===== src/rtl/mwb_pkg.sv =====
package mwb_pkg;

  localparam int unsigned BUS_BYTES = 4;
  localparam int unsigned BUS_W     = 8 * BUS_BYTES;

  typedef enum logic [1:0] {RG_NONE, RG_LEG, RG_EXT} region_e;
  typedef enum logic [1:0] {ST_IDLE, ST_RUN, ST_RESP} state_e;

  // True when a lies in [base, base+len).
  function automatic logic in_span(input logic [31:0] a,
                                   input logic [31:0] base,
                                   input logic [31:0] len);
    return (a >= base) && (a < base + len);
  endfunction

  // Size code to byte count: 00 -> 1, 01 -> 2, 1x -> 4.
  function automatic logic [2:0] bytes_of(input logic [1:0] sz);
    return sz[1] ? 3'd4 : (sz[0] ? 3'd2 : 3'd1);
  endfunction

endpackage


===== src/rtl/mwb_decode.sv =====
module mwb_decode
  import mwb_pkg::*;
#(
  parameter int unsigned ADDR_W    = 12,
  parameter int unsigned LEG_BASE  = 'h400,
  parameter int unsigned LEG_PORTS = 32,
  parameter int unsigned EXT_BASE  = 'h500,
  parameter int unsigned EXT_REGS  = 11,
  parameter int unsigned SLOT_W    = 3
) (
  input  logic [ADDR_W-1:0] addr,
  input  logic [1:0]        size,
  input  logic              write,
  input  logic              en,
  output region_e           region,
  output logic [SLOT_W-1:0] nslots
);

  always_comb begin
    region = RG_NONE;
    nslots = '0;
    if (en) begin
      if (in_span(32'(addr), LEG_BASE, LEG_PORTS)) begin
        region = RG_LEG;
        nslots = SLOT_W'(bytes_of(size));
      end else if (in_span(32'(addr), EXT_BASE, 2 * EXT_REGS)) begin
        region = RG_EXT;
        if (!(size == 2'b00 && write))
          nslots = size[1] ? SLOT_W'(4) : SLOT_W'(2);
      end
    end
  end

endmodule


===== src/rtl/mwb_slot.sv =====
module mwb_slot
  import mwb_pkg::*;
#(
  parameter int unsigned ADDR_W    = 12,
  parameter int unsigned LEG_BASE  = 'h400,
  parameter int unsigned LEG_PORTS = 32,
  parameter int unsigned EXT_BASE  = 'h500,
  parameter int unsigned EXT_REGS  = 11,
  parameter int unsigned SLOT_W    = 3,
  parameter int unsigned PORT_W    = 5,
  parameter int unsigned IDX_W     = 4
) (
  input  logic              active,
  input  region_e           region,
  input  logic [ADDR_W-1:0] addr,
  input  logic              write,
  input  logic [BUS_W-1:0]  wdata,
  input  logic [SLOT_W-1:0] slot,
  output logic              bp_valid,
  output logic              bp_write,
  output logic [PORT_W-1:0] bp_addr,
  output logic [7:0]        bp_wdata,
  output logic              ix_wr,
  output logic [IDX_W-1:0]  ix_val,
  output logic              dt_rd,
  output logic              dt_wr,
  output logic [15:0]       dt_wdata
);

  logic [ADDR_W-1:0] byte_off;
  logic [ADDR_W-1:0] unit_off;
  logic [1:0]        lane;

  assign lane     = slot[1:0];
  assign byte_off = addr + ADDR_W'(slot);
  assign unit_off = addr + ADDR_W'({slot[SLOT_W-1:1], 1'b0});

  always_comb begin
    bp_valid = 1'b0;
    bp_write = 1'b0;
    bp_addr  = '0;
    bp_wdata = '0;
    ix_wr    = 1'b0;
    ix_val   = '0;
    dt_rd    = 1'b0;
    dt_wr    = 1'b0;
    dt_wdata = '0;
    if (active) begin
      case (region)
        RG_LEG: if (in_span(32'(byte_off), LEG_BASE, LEG_PORTS)) begin
          bp_valid = 1'b1;
          bp_write = write;
          bp_addr  = PORT_W'(byte_off - ADDR_W'(LEG_BASE));
          bp_wdata = wdata[{lane, 3'b000} +: 8];
        end
        RG_EXT: if (in_span(32'(unit_off), EXT_BASE, 2 * EXT_REGS)) begin
          if (!slot[0]) begin
            ix_wr  = 1'b1;
            ix_val = IDX_W'((unit_off - ADDR_W'(EXT_BASE)) >> 1);
          end else begin
            dt_wr    = write;
            dt_rd    = !write;
            dt_wdata = wdata[{lane[1], 4'b0000} +: 16];
          end
        end
        default: ;
      endcase
    end
  end

endmodule


===== src/rtl/mmio_window_bridge.sv =====
module mmio_window_bridge
  import mwb_pkg::*;
#(
  parameter int unsigned ADDR_W    = 12,
  parameter int unsigned LEG_BASE  = 'h400,
  parameter int unsigned LEG_PORTS = 32,
  parameter int unsigned EXT_BASE  = 'h500,
  parameter int unsigned EXT_REGS  = 11
) (
  input  logic              clk,
  input  logic              rst_n,
  input  logic              win_en,
  input  logic              s_valid,
  output logic              s_ready,
  input  logic [ADDR_W-1:0] s_addr,
  input  logic [1:0]        s_size,
  input  logic              s_write,
  input  logic [31:0]       s_wdata,
  output logic [31:0]       s_rdata,
  output logic              bp_valid,
  output logic              bp_write,
  output logic [4:0]        bp_addr,
  output logic [7:0]        bp_wdata,
  input  logic [7:0]        bp_rdata,
  output logic              ix_wr,
  output logic [3:0]        ix_val,
  output logic              dt_rd,
  output logic              dt_wr,
  output logic [15:0]       dt_wdata,
  input  logic [15:0]       dt_rdata
);

  localparam int unsigned SLOT_W = $clog2(BUS_BYTES + 1);
  localparam int unsigned PORT_W = $clog2(LEG_PORTS);
  localparam int unsigned IDX_W  = $clog2(EXT_REGS);

  state_e            state_q;
  region_e           region_q, dec_region;
  logic [SLOT_W-1:0] slot_q, nslots_q, dec_nslots;
  logic [ADDR_W-1:0] addr_q;
  logic [1:0]        size_q;
  logic              write_q;
  logic [BUS_W-1:0]  wdata_q;
  logic [BUS_W-1:0]  acc_q;

  // Named internal events.
  logic accept, running, last_slot, any_op;

  assign accept    = (state_q == ST_IDLE) && s_valid;
  assign running   = (state_q == ST_RUN);
  assign last_slot = running && (slot_q == nslots_q - SLOT_W'(1));

  mwb_decode #(
    .ADDR_W(ADDR_W), .LEG_BASE(LEG_BASE), .LEG_PORTS(LEG_PORTS),
    .EXT_BASE(EXT_BASE), .EXT_REGS(EXT_REGS), .SLOT_W(SLOT_W)
  ) u_decode (
    .addr(s_addr), .size(s_size), .write(s_write), .en(win_en),
    .region(dec_region), .nslots(dec_nslots)
  );

  mwb_slot #(
    .ADDR_W(ADDR_W), .LEG_BASE(LEG_BASE), .LEG_PORTS(LEG_PORTS),
    .EXT_BASE(EXT_BASE), .EXT_REGS(EXT_REGS), .SLOT_W(SLOT_W),
    .PORT_W(PORT_W), .IDX_W(IDX_W)
  ) u_slot (
    .active(running), .region(region_q), .addr(addr_q), .write(write_q),
    .wdata(wdata_q), .slot(slot_q),
    .bp_valid(bp_valid), .bp_write(bp_write), .bp_addr(bp_addr),
    .bp_wdata(bp_wdata), .ix_wr(ix_wr), .ix_val(ix_val),
    .dt_rd(dt_rd), .dt_wr(dt_wr), .dt_wdata(dt_wdata)
  );

  assign any_op = bp_valid || ix_wr || dt_rd || dt_wr;

  always_ff @(posedge clk) begin
    if (!rst_n) begin
      state_q  <= ST_IDLE;
      region_q <= RG_NONE;
      slot_q   <= '0;
      nslots_q <= '0;
      addr_q   <= '0;
      size_q   <= '0;
      write_q  <= 1'b0;
      wdata_q  <= '0;
      acc_q    <= '0;
    end else begin
      case (state_q)
        ST_IDLE: if (accept) begin
          region_q <= dec_region;
          nslots_q <= dec_nslots;
          slot_q   <= '0;
          addr_q   <= s_addr;
          size_q   <= s_size;
          write_q  <= s_write;
          wdata_q  <= s_wdata;
          acc_q    <= '0;
          state_q  <= (dec_nslots == '0) ? ST_RESP : ST_RUN;
        end
        ST_RUN: begin
          if (bp_valid && !bp_write)
            acc_q[{slot_q[1:0], 3'b000} +: 8] <= bp_rdata;
          if (dt_rd)
            acc_q[{slot_q[1], 4'b0000} +: 16] <= dt_rdata;
          slot_q <= slot_q + SLOT_W'(1);
          if (last_slot) state_q <= ST_RESP;
        end
        default: state_q <= ST_IDLE;
      endcase
    end
  end

  logic [BUS_W-1:0] final_data;
  always_comb begin
    final_data = acc_q;
    if (region_q == RG_EXT && size_q == 2'b00)
      final_data = {24'b0, addr_q[0] ? acc_q[15:8] : acc_q[7:0]};
  end

  assign s_ready = (state_q == ST_RESP);
  assign s_rdata = s_ready ? final_data : '0;

  // Guards.
  AST_ONE_OP_PER_CYCLE: assert property (@(posedge clk) disable iff (!rst_n)
    $onehot0({bp_valid, ix_wr, dt_rd, dt_wr}));
  AST_INDEX_BEFORE_DATA: assert property (@(posedge clk) disable iff (!rst_n)
    (dt_rd || dt_wr) |-> $past(ix_wr));
  AST_LEG_ASCENDING: assert property (@(posedge clk) disable iff (!rst_n)
    (bp_valid && $past(bp_valid)) |-> (bp_addr == PORT_W'($past(bp_addr) + 1'b1)));
  AST_EXT_IDX_RANGE: assert property (@(posedge clk) disable iff (!rst_n)
    ix_wr |-> (32'(ix_val) < EXT_REGS));
  AST_OFF_IS_QUIET: assert property (@(posedge clk) disable iff (!rst_n)
    (accept && !win_en) |=> (s_ready && !any_op));
  AST_READY_PULSE: assert property (@(posedge clk) disable iff (!rst_n)
    s_ready |=> !s_ready);
  AST_NO_OP_IN_RESP: assert property (@(posedge clk) disable iff (!rst_n)
    s_ready |-> !any_op);

endmodule


===== config.mk =====
export PLATFORM = sky130hd
export DESIGN_NAME = mmio_window_bridge
export DESIGN_NICKNAME = d
export VERILOG_FILES = /design/src/rtl/mwb_pkg.sv /design/src/rtl/mwb_decode.sv /design/src/rtl/mwb_slot.sv /design/src/rtl/mmio_window_bridge.sv
export SDC_FILE = /design/constraint.sdc
export NUM_CORES = 1
export LEC_CHECK = 0
export BUFFER_PORTS_ARGS = -buffer_cell sky130_fd_sc_hd__buf_2
export CAP_MARGIN = 20
export CORE_MARGIN = 2
export CORE_UTILIZATION = 54
export CTS_CLUSTER_SIZE = 30
export DETAILED_ROUTE_END_ITERATION = 8
export GPL_TIMING_DRIVEN = 0
export HOLD_SLACK_MARGIN = 0.1
export MAX_ROUTING_LAYER = met4
export PLACE_DENSITY = 0.81
export SLEW_MARGIN = 20
export SYNTH_ARGS = -nofsm -noshare
export SYNTH_HDL_FRONTEND = slang
export SYNTH_HIERARCHICAL = 1
export SYNTH_SLANG_ARGS = --single-unit

===== constraint.sdc =====
create_clock -name clk -period 4.1 [get_ports clk]
set_clock_uncertainty 0.15 [all_clocks]
set_input_delay 0.41 -clock clk [delete_from_list [all_inputs] [get_ports clk]]
set_output_delay 0.41 -clock clk [all_outputs]
set_load 0.03 [all_outputs]

Word-level counts from Yosys, hierarchy flattened --
Cells that the tools add are included.
Word-level totals: flip-flop bits (word level) 89
Cells by class: magnitude comparators 8, reduce and logical (&&, ||, !) cells 19, shift-type cells 6, multiplexer cells 59, add/subtract/negate cells 8, equal/unequal tests 7
Operators with widths (number):
- 32-bit 2-to-1 mux | 7
- 32-bit bitwise mux | 2
- 16-bit 2-to-1 mux | 4
- 32-bit case mux with 2 select lines | 1
- 12-bit by 11-bit greater-or-equal comparator with 1-bit output, second input constant | 4
- 12-bit by 11-bit less-than comparator with 1-bit output, second input constant | 4
- 8-bit 2-to-1 mux | 4
- 16-bit by 7-bit variable shift with 32-bit output, first input constant | 1
- 8-bit by 7-bit variable shift with 32-bit output, first input constant | 1
- 16-bit by 7-bit indexed part select with 32-bit output | 1
- 32-bit by 6-bit indexed part select with 16-bit output | 1
- 32-bit by 6-bit indexed part select with 8-bit output | 1
- 8-bit by 7-bit indexed part select with 32-bit output | 1
- 12-bit by 3-bit adder with 12-bit output | 2
- 3-bit 2-to-1 mux | 7
- 1-bit 2-to-1 mux | 18
- 4-bit 2-to-1 mux | 4
- 5-bit 2-to-1 mux | 3
- 2-bit 2-to-1 mux | 7
- 5-bit negator with 7-bit output | 2
- 5-bit by 1-bit subtractor with 5-bit output, second input constant | 2
- 1-bit logical AND | 9
- 2-bit zero test | 3
- 3-bit case mux with 2 select lines | 1
- other kinds (12) | 17

Depth between registers and ports, before layout --
Gate-level depths: netlist of the first run.
word-level depth 14, gate-level depth with buffers 14

Modules after synthesis --
Netlist of the first run, hierarchy kept.
By module, submodules not included:
- mmio_window_bridge | instances 1, cells an instance 512, area each 4026.4 um^2
- mwb_slot | instances 1, cells an instance 172, area each 1561.5 um^2
- mwb_decode | instances 1, cells an instance 14, area each 91.3 um^2

Worst setup path before layout of the first run --
Ideal clock, no wire load.
path kind register to register, start point register slot_q[1], end point register acc_q[14], period minus slack after synthesis 4203 ps, path slack -103 ps, stages on the path, launching flop included 14, data arrival time 3984 ps, path through dfxtp_1 ha_1 inv_1 fa_1 xnor2_1 a21oi_1 maj3_1 a22oi_2 nor4_1 nor2b_1 clkbuf_1 clkbuf_1 a221oi_1 o21ai_1
Between the ends: elaborated cells between the ends (all ways) 32, those cells by class 4 x add/sub; 4 x order compare; 4 x shift; 16 x mux; 4 x reduce/logical
RTL lines:
- start, declared | line mmio_window_bridge.sv:39 | logic [SLOT_W-1:0] slot_q, nslots_q, dec_nslots;
- start signal, assigned | line mmio_window_bridge.sv:104 | slot_q <= slot_q + SLOT_W'(1);
- 12-bit by 3-bit adder with 12-bit output (*) | line mwb_slot.sv:36 | assign unit_off = addr + ADDR_W'({slot[SLOT_W-1:1], 1'b0});
- 12-bit by 11-bit greater-or-equal comparator with 1-bit output / 12-bit by 11-bit less-than comparator with 1-bit output (equally long branches) | line mwb_pkg.sv:13 | return (a >= base) && (a < base + len);
- 1-bit logical AND (*) | line mwb_pkg.sv:13
- 1-bit 2-to-1 mux (*) | line mwb_slot.sv:56 | RG_EXT: if (in_span(32'(unit_off), EXT_BASE, 2 * EXT_REGS)) begin
- 1-bit 2-to-1 mux (*) | line mwb_slot.sv:49 | case (region)
- 1-bit 2-to-1 mux (*) | line mwb_slot.sv:48 | if (active) begin
- net dt_rd | line mmio_window_bridge.sv:27 | output logic dt_rd,
- 32-bit 2-to-1 mux (*) | line mmio_window_bridge.sv:102 | if (dt_rd)
- 32-bit case mux with 2 select lines (*) | line mmio_window_bridge.sv:87 | case (state_q)
- end signal, assigned by index | line mmio_window_bridge.sv:101 | acc_q[{slot_q[1:0], 3'b000} +: 8] <= bp_rdata;
- end signal, assigned by index | line mmio_window_bridge.sv:103 | acc_q[{slot_q[1], 4'b0000} +: 16] <= dt_rdata;
- end, declared | line mmio_window_bridge.sv:44 | logic [BUS_W-1:0] acc_q;
Mark *: on every way through the listed nets, which the timed path passes. The rest lies on a longest branch. The select of a mux whose other input is x is not followed. A chain may end at the register's enable or synchronous reset.

Worst setup path in the final report of the first run --
start point register slot_q[1], end point register acc_q[30]
Between the ends: longest elaborated chain between the ends 14, elaborated cells between the ends (all ways) 32, those cells by class 4 x add/sub; 4 x order compare; 4 x shift; 16 x mux; 4 x reduce/logical
Ends and longest elaborated chain:
- 12-bit by 3-bit adder with 12-bit output | line mwb_slot.sv:35 | assign byte_off = addr + ADDR_W'(slot);
- 12-bit by 11-bit greater-or-equal comparator with 1-bit output / 12-bit by 11-bit less-than comparator with 1-bit output (equally long branches) | line mwb_pkg.sv:13
- 1-bit logical AND | line mwb_pkg.sv:13
- 1-bit 2-to-1 mux | line mwb_slot.sv:50 | RG_LEG: if (in_span(32'(byte_off), LEG_BASE, LEG_PORTS)) begin
- 1-bit 2-to-1 mux | line mwb_slot.sv:49
- 1-bit 2-to-1 mux | line mwb_slot.sv:48
- 1-bit zero test | line mmio_window_bridge.sv:100 | if (bp_valid && !bp_write)
- 1-bit logical AND | line mmio_window_bridge.sv:100
- 32-bit 2-to-1 mux | line mmio_window_bridge.sv:100
- 32-bit 2-to-1 mux | line mmio_window_bridge.sv:87
- 32-bit 2-to-1 mux | line mmio_window_bridge.sv:76 | if (!rst_n) begin
- 32-bit bitwise mux | line mmio_window_bridge.sv:103
- 32-bit 2-to-1 mux (*) | line mmio_window_bridge.sv:102
- 32-bit case mux with 2 select lines (*) | line mmio_window_bridge.sv:87
Mark *: on every way between the ends. The rest lies on a longest branch, timed or not. The select of a mux whose other input is x is not followed.

==> metrics.txt, run 1 <==
WS Path Type=register to register; CTS Hold Buffers Added=0; r2r setup slk=0.11 ns; Cells after Synth=698; Crit. End Element=register; syn avg cell area=8.136 um2; Post-DRT Antenna Nets=0; vias in the first global route=5,573; I/O Buffers=145; Routed Wire Length=18.05 mm; Synth Flop Type=dfxtp_1; Synth area leader=dfxtp_1; H-tree lvl count=3; via count=5,996; Pwr Total=1.907 mW; Max Slew Vio Count=0; Critical Path RT=4.21 ns; row cnt=37; sequential area share after synthesis=31.37%; worst-skew pair later-pin latency=0.36 ns; Netlist cell types=68; Final period util=97.22%; Worst setup SP type=register; Cell Area, Synth=0.005679 mm2; Starting Density=55.26%; clock-pin slew on the worst setup and hold paths=0.09 ns; slowest CP cell=dfxtp_4; reg2reg end=acc_q[30]; static leakage=2.594 nW; Yosys top cell area share=31.37%; Crit Path Max Fanout=12; clock root cell=clkbuf_8; Die Y=106.6 um; Max-slew headroom=55.06%; initial antenna violation count=0; Top Family by Delay on Critical Path=simple AND/OR/NAND/NOR gates; Post-synth ARST share=0%; n_diodes=0; Power Density=276.0 mW/mm2; top post-synthesis cells by area=dfxtp_1 (31%), nand2_1 (11%), a21oi_1 (5.9%); count leader, synth=nand2_1; core area=0.01028 mm2; count of final hold-check violations=0; worst slew pin tran=0.6713 ns; Max rail drop VDD=0.1672 mV; hpwl dp=13.74 mm; Congestion Overflow GR=0; initial drt markers=523; Setup Viol. Count Final=0; Post-synth EDFFs=0; full die area=0.01135 mm2; first-pass GRT wire length=27.95 mm; multi-input logic area=0.003610 mm2; Total GRT Usage=32.36%; final design utilization=67.21%; 1st-pass router iterations=5; status=finished clean; fillers=904; Layout area overhead=21.63%; CP Data Arrival Time=4.10 ns; wire per inst=18.08 um; Critical Path, Cell by Cell=buf_2 > buf_6 > inv_1 > fa_1 > and2b_2 > nor2_1 > o41ai_4 > nand2_2 > buf_6 > nor2_4 > and2b_1 > nand2_2 > a221o_1 > a32o_1; Yosys warnings=6; hold worst-path end=wdata_q[24]; flip-flop and latch area=0.001787 mm2; Nets=944; pin count of the biggest net entering global routing=15; min Tclk post-route=3.986 ns; Die Width=106.6 um; Critical R2R Launch=slot_q[1]; CP peak stage delay=0.44 ns; Ports=146; GPL Wtd Cong=0.9962; path depth of the worst reg2reg path=14; Synth Net Count=785; CTS buffer count=9; worst hold start=s_wdata[24]; Cells on Worst Hold Path=3; max frequency=250.9 MHz; CTS tree=built; drt drc=0; Hold Path Class=input port to register; Yosys reg bits=89; share of layout cells above drive strength 1=31.09%; CTS max path bufs=2; max cap viols=0; Worst Path Buf+Inv=4; CTS sink cnt=89; top cells by count, synth=nand2_1 (173), dfxtp_1 (89), a21oi_1 (67); detail-routed via count per cell=6.008
## worst min-delay path: stages
cell	delay, ns
buf_2	0.09
nand2_1	0.04
a21oi_1	0.05
## metrics by stage
stage / TNS (ns) / worst slack (ns) / area, um2 / cells / hold WS, ns
after floorplan: 0 / 0.1597 / 5688 / 698 / 0.2844
after global placement: -0.7835 / -0.08527 / 6584 / 979 / 0.2948
after detailed placement: -3.143 / -0.1583 / 6584 / 979 / 0.3007
after CTS: 0 / 0.02627 / 6849 / 996 / 0.1143
after global routing: -0.03109 / -0.02484 / 6908 / 998 / 0.1238
final: 0 / 0.1138 / 6908 / 998 / 0.1138
## kinds of logic after synthesis
logic type / synth area share (%)
muxes: 6.918
adders and majority gates: 3.084
xor gates and xnor gates: 2.159
and+or+nand+nor: 31.02
DFF: 31.37
AOI/OAI and AO/OA: 19.70
buffers and inverters: 5.750
## where the power goes
group	leakage [nW]	total, mW	switching [mW]	internal, mW
sequential	0.726	0.922	0.0308	0.891
clock	0.127	0.757	0.318	0.440
combinational	1.74	0.228	0.142	0.0863
## timing repair
action | in CTS | in global routing
resized for setup | 2 | 7
buffers inserted | 1 | 2
pin swaps | 1 | 2
endpoints found under the setup margin | 34 | 33
## placed cells by master, fill, tap and decap left out, drive strengths merged, types with 5 or more instances in the layout
cell | netlist | final
a21oi | 67 | 67
a221oi | 31 | 31
and2 | 28 | 28
buf | 18 | 166
clkbuf | 34 | 46
dfxtp | 89 | 89
ha | 10 | 10
inv | 15 | 15
mux2 | 16 | 16
mux4 | 8 | 8
nand2 | 176 | 176
nand2b | 5 | 5
nand3 | 14 | 14
nor2 | 17 | 17
nor3 | 14 | 14
nor3b | 11 | 11
nor4 | 25 | 25
o21ai | 64 | 64
xnor2 | 11 | 11
## flip-flops by register name (all words and copies together) (netlist names)
signal	flops
acc_q	32
addr_q	12
nslots_q	3
region_q	2
size_q	2
slot_q	3
state_q	2
wdata_q	32
write_q	1
## routing by layer
| layer | vias up | routed length, um | track usage, % | share of wire, % |
|---|---|---|---|---|
| met1 | 2864 | 7369 | 41.47 | 41 |
| met2 | 291 | 8768 | 52.24 | 49 |
| met3 | 48 | 1401 | 3.372 | 7.8 |
| met4 | 0 | 507 | 13.82 | 2.8 |
| met5 | - | 0 | - | 0 |
| li1 | 2793 | - | - | - |
## final cells by class
class | count | area share [%]
Clock buffer | 12 | 2.246
Tap cell | 136 | 2.463
Inverter | 15 | 0.8151
Buffer | 52 | 3.912
Timing Repair Buffer | 148 | 11.01
Clock inverter | 4 | 1.431
Multi-Input combinational cell | 542 | 52.25
Sequential cell | 89 | 25.86
## how the worst max path moves through the flow
stage               slack, ns         to  cells after the start  startpoint
global route            -0.02  acc_q[30]                     14   slot_q[1]
floorplan                0.16  acc_q[30]                     12   slot_q[1]
detailed placement      -0.16  acc_q[23]                     14   slot_q[1]
global placement        -0.09  acc_q[19]                     14   slot_q[1]
finish                   0.11  acc_q[30]                     14   slot_q[1]
CTS                      0.03  acc_q[30]                     14   slot_q[1]
No activity file was read; power rests on OpenSTA's default activity.
==> inputs of run 2 (changes only) <==
Settings changed: REMOVE_ABC_BUFFERS set to 1.
==> run 2 against run 1 <==
Effect of this change: the run now ends with design-rule violations left; design area is 1.3% lower; first-iteration DRC count is 1.3% lower; register-to-register slack improved by 0.11 ns; via count decreased by 2.3%; flip-flop and latch count stayed put; sequential power barely moved; count of clock-buffer cells in the layout increased by 1; critical path type is now register to output pin; largest power group unchanged.
==> metrics.txt, run 2 (synthesized netlist as in run 1, its figures left out) <==
via count=5,860; Final period util=95.73%; status=complete, but fails checks; pin count of the biggest net entering global routing=35; Post-DRT Antenna Nets=0; core area=0.01028 mm2; static leakage=2.527 nW; initial antenna violation count=0; Die Y=106.6 um; most frequent cells in the layout=nand2_1 (172), buf_2 (145), dfxtp_1 (86), a21oi_1 (67), o21ai_0 (33); Cells on Worst Hold Path=3; worst-skew pair later-pin latency=0.37 ns; share of layout cells above drive strength 1=32.32%; path depth of the worst reg2reg path=12; Starting Density=55.26%; CTS buffer count=9; Congestion Overflow GR=0; Nets=906; Total GRT Usage=30.22%; Max rail drop VDD=0.2585 mV; Max-slew headroom=37.42%; hpwl dp=11.71 mm; final design utilization=66.31%; initial drt markers=516; Ports=146; Pwr Total=1.771 mW; n_diodes=0; CTS sink cnt=89; CTS tree=built; clock-pin slew on the worst setup and hold paths=0.09 ns; Crit Path Max Fanout=13; GPL Wtd Cong=0.9142; Setup Viol. Count Final=0; WS Path Type=register to output pin; RSZ-0062 raised after global routing=false; Critical Path RT=3.54 ns; most common cell after layout, fill and taps aside=nand2_1; Crit. End Element=output pin; hold worst-path end=wdata_q[8]; worst slew pin tran=0.9388 ns; Max Slew Vio Count=0; worst hold start=s_wdata[8]; H-tree lvl count=3; Die Width=106.6 um; 1st-pass router iterations=8; CP Data Arrival Time=3.37 ns; full die area=0.01135 mm2; clock root cell=clkbuf_8; CTS max path bufs=2; I/O Buffers=145; Hold Path Class=input port to register; Power Density=259.9 mW/mm2; setup TNS=0 ns; Worst setup SP type=register; Layout area overhead=20.00%; max cap viols=0; r2r setup slk=0.22 ns; first-pass GRT wire length=26.81 mm; detail-routed via count per cell=6.111; row cnt=37; biggest regs=acc_q (32), wdata_q (32), addr_q (12); drt drc=1; count of final hold-check violations=0; max frequency=254.8 MHz; Routed Wire Length=17.23 mm; reg2reg end=acc_q[16]; wire per inst=17.96 um; vias in the first global route=5,504; failing checks=design-rule violations; min Tclk post-route=3.925 ns; Critical R2R Launch=slot_q[0]
## run 2: report_power, final
| group | switching, mW | total [mW] | internal [mW] |
|---|---|---|---|
| registers | 0.0332 | 0.924 | 0.891 |
| logic | 0.129 | 0.219 | 0.0901 |
| clock network | 0.315 | 0.628 | 0.313 |
## run 2: cell type report
cell class / instances / area, um2
Clock buffer: 13 / 158.9
Inverter: 15 / 56.30
Fill cell: 866 / 3462
Multi-Input combinational cell: 542 / 3649
Sequential cell: 89 / 1788
Clock inverter: 2 / 37.54
Tap cell: 136 / 170.2
Timing Repair Buffer: 162 / 955.9
## run 2: worst max path at each step
stage               from  slack (ns)         end
2_1_floorplan  slot_q[1]       -1.37   acc_q[30]
3_3_place_gp   slot_q[1]       -2.10   acc_q[30]
3_5_place_dp   slot_q[1]       -0.95   acc_q[12]
4_1_cts        slot_q[0]        0.05   acc_q[16]
5_1_grt        slot_q[0]        0.04   acc_q[19]
6_report       slot_q[0]        0.17  bp_addr[2]
## run 2: metrics by stage
step	area [um2]	hold slack [ns]	cells	setup slack [ns]
finish	6815	0.1187	959	0.1749
global route	6815	0.1088	959	0.04161
CTS	6759	0.1142	956	0.04609
detailed placement	6495	0.2994	935	-0.9468
global placement	6305	0.2951	927	-2.098
floorplan	5409	0.2863	646	-1.373
## run 2: metal layers
metal / track usage (%) / part of all wire (%) / up-vias
met1: 36.69 / 40 / 2794
met3: 5.028 / 7.6 / 51
met5: - / 0 / -
met2: 50.32 / 49 / 318
met4: 11.97 / 3.0 / 0
li1: - / - / 2697
## run 2: repair_timing
action	CTS	global route
gates resized for setup	5	6
buffers inserted	6	3
hold buffers	0	0
setup endpoints to repair	55	36
pin swaps	3	1
## run 2: worst max-delay path, stage by stage, from the launching register on
cell and delay (ns):
dfxtp_2 0.51, ha_1 0.27, inv_1 0.07, fa_1 0.38, and2b_2 0.29, nor2_1 0.08, o41ai_4 0.48, nand2_4 0.25
nor4_2 0.38, buf_2 0.27
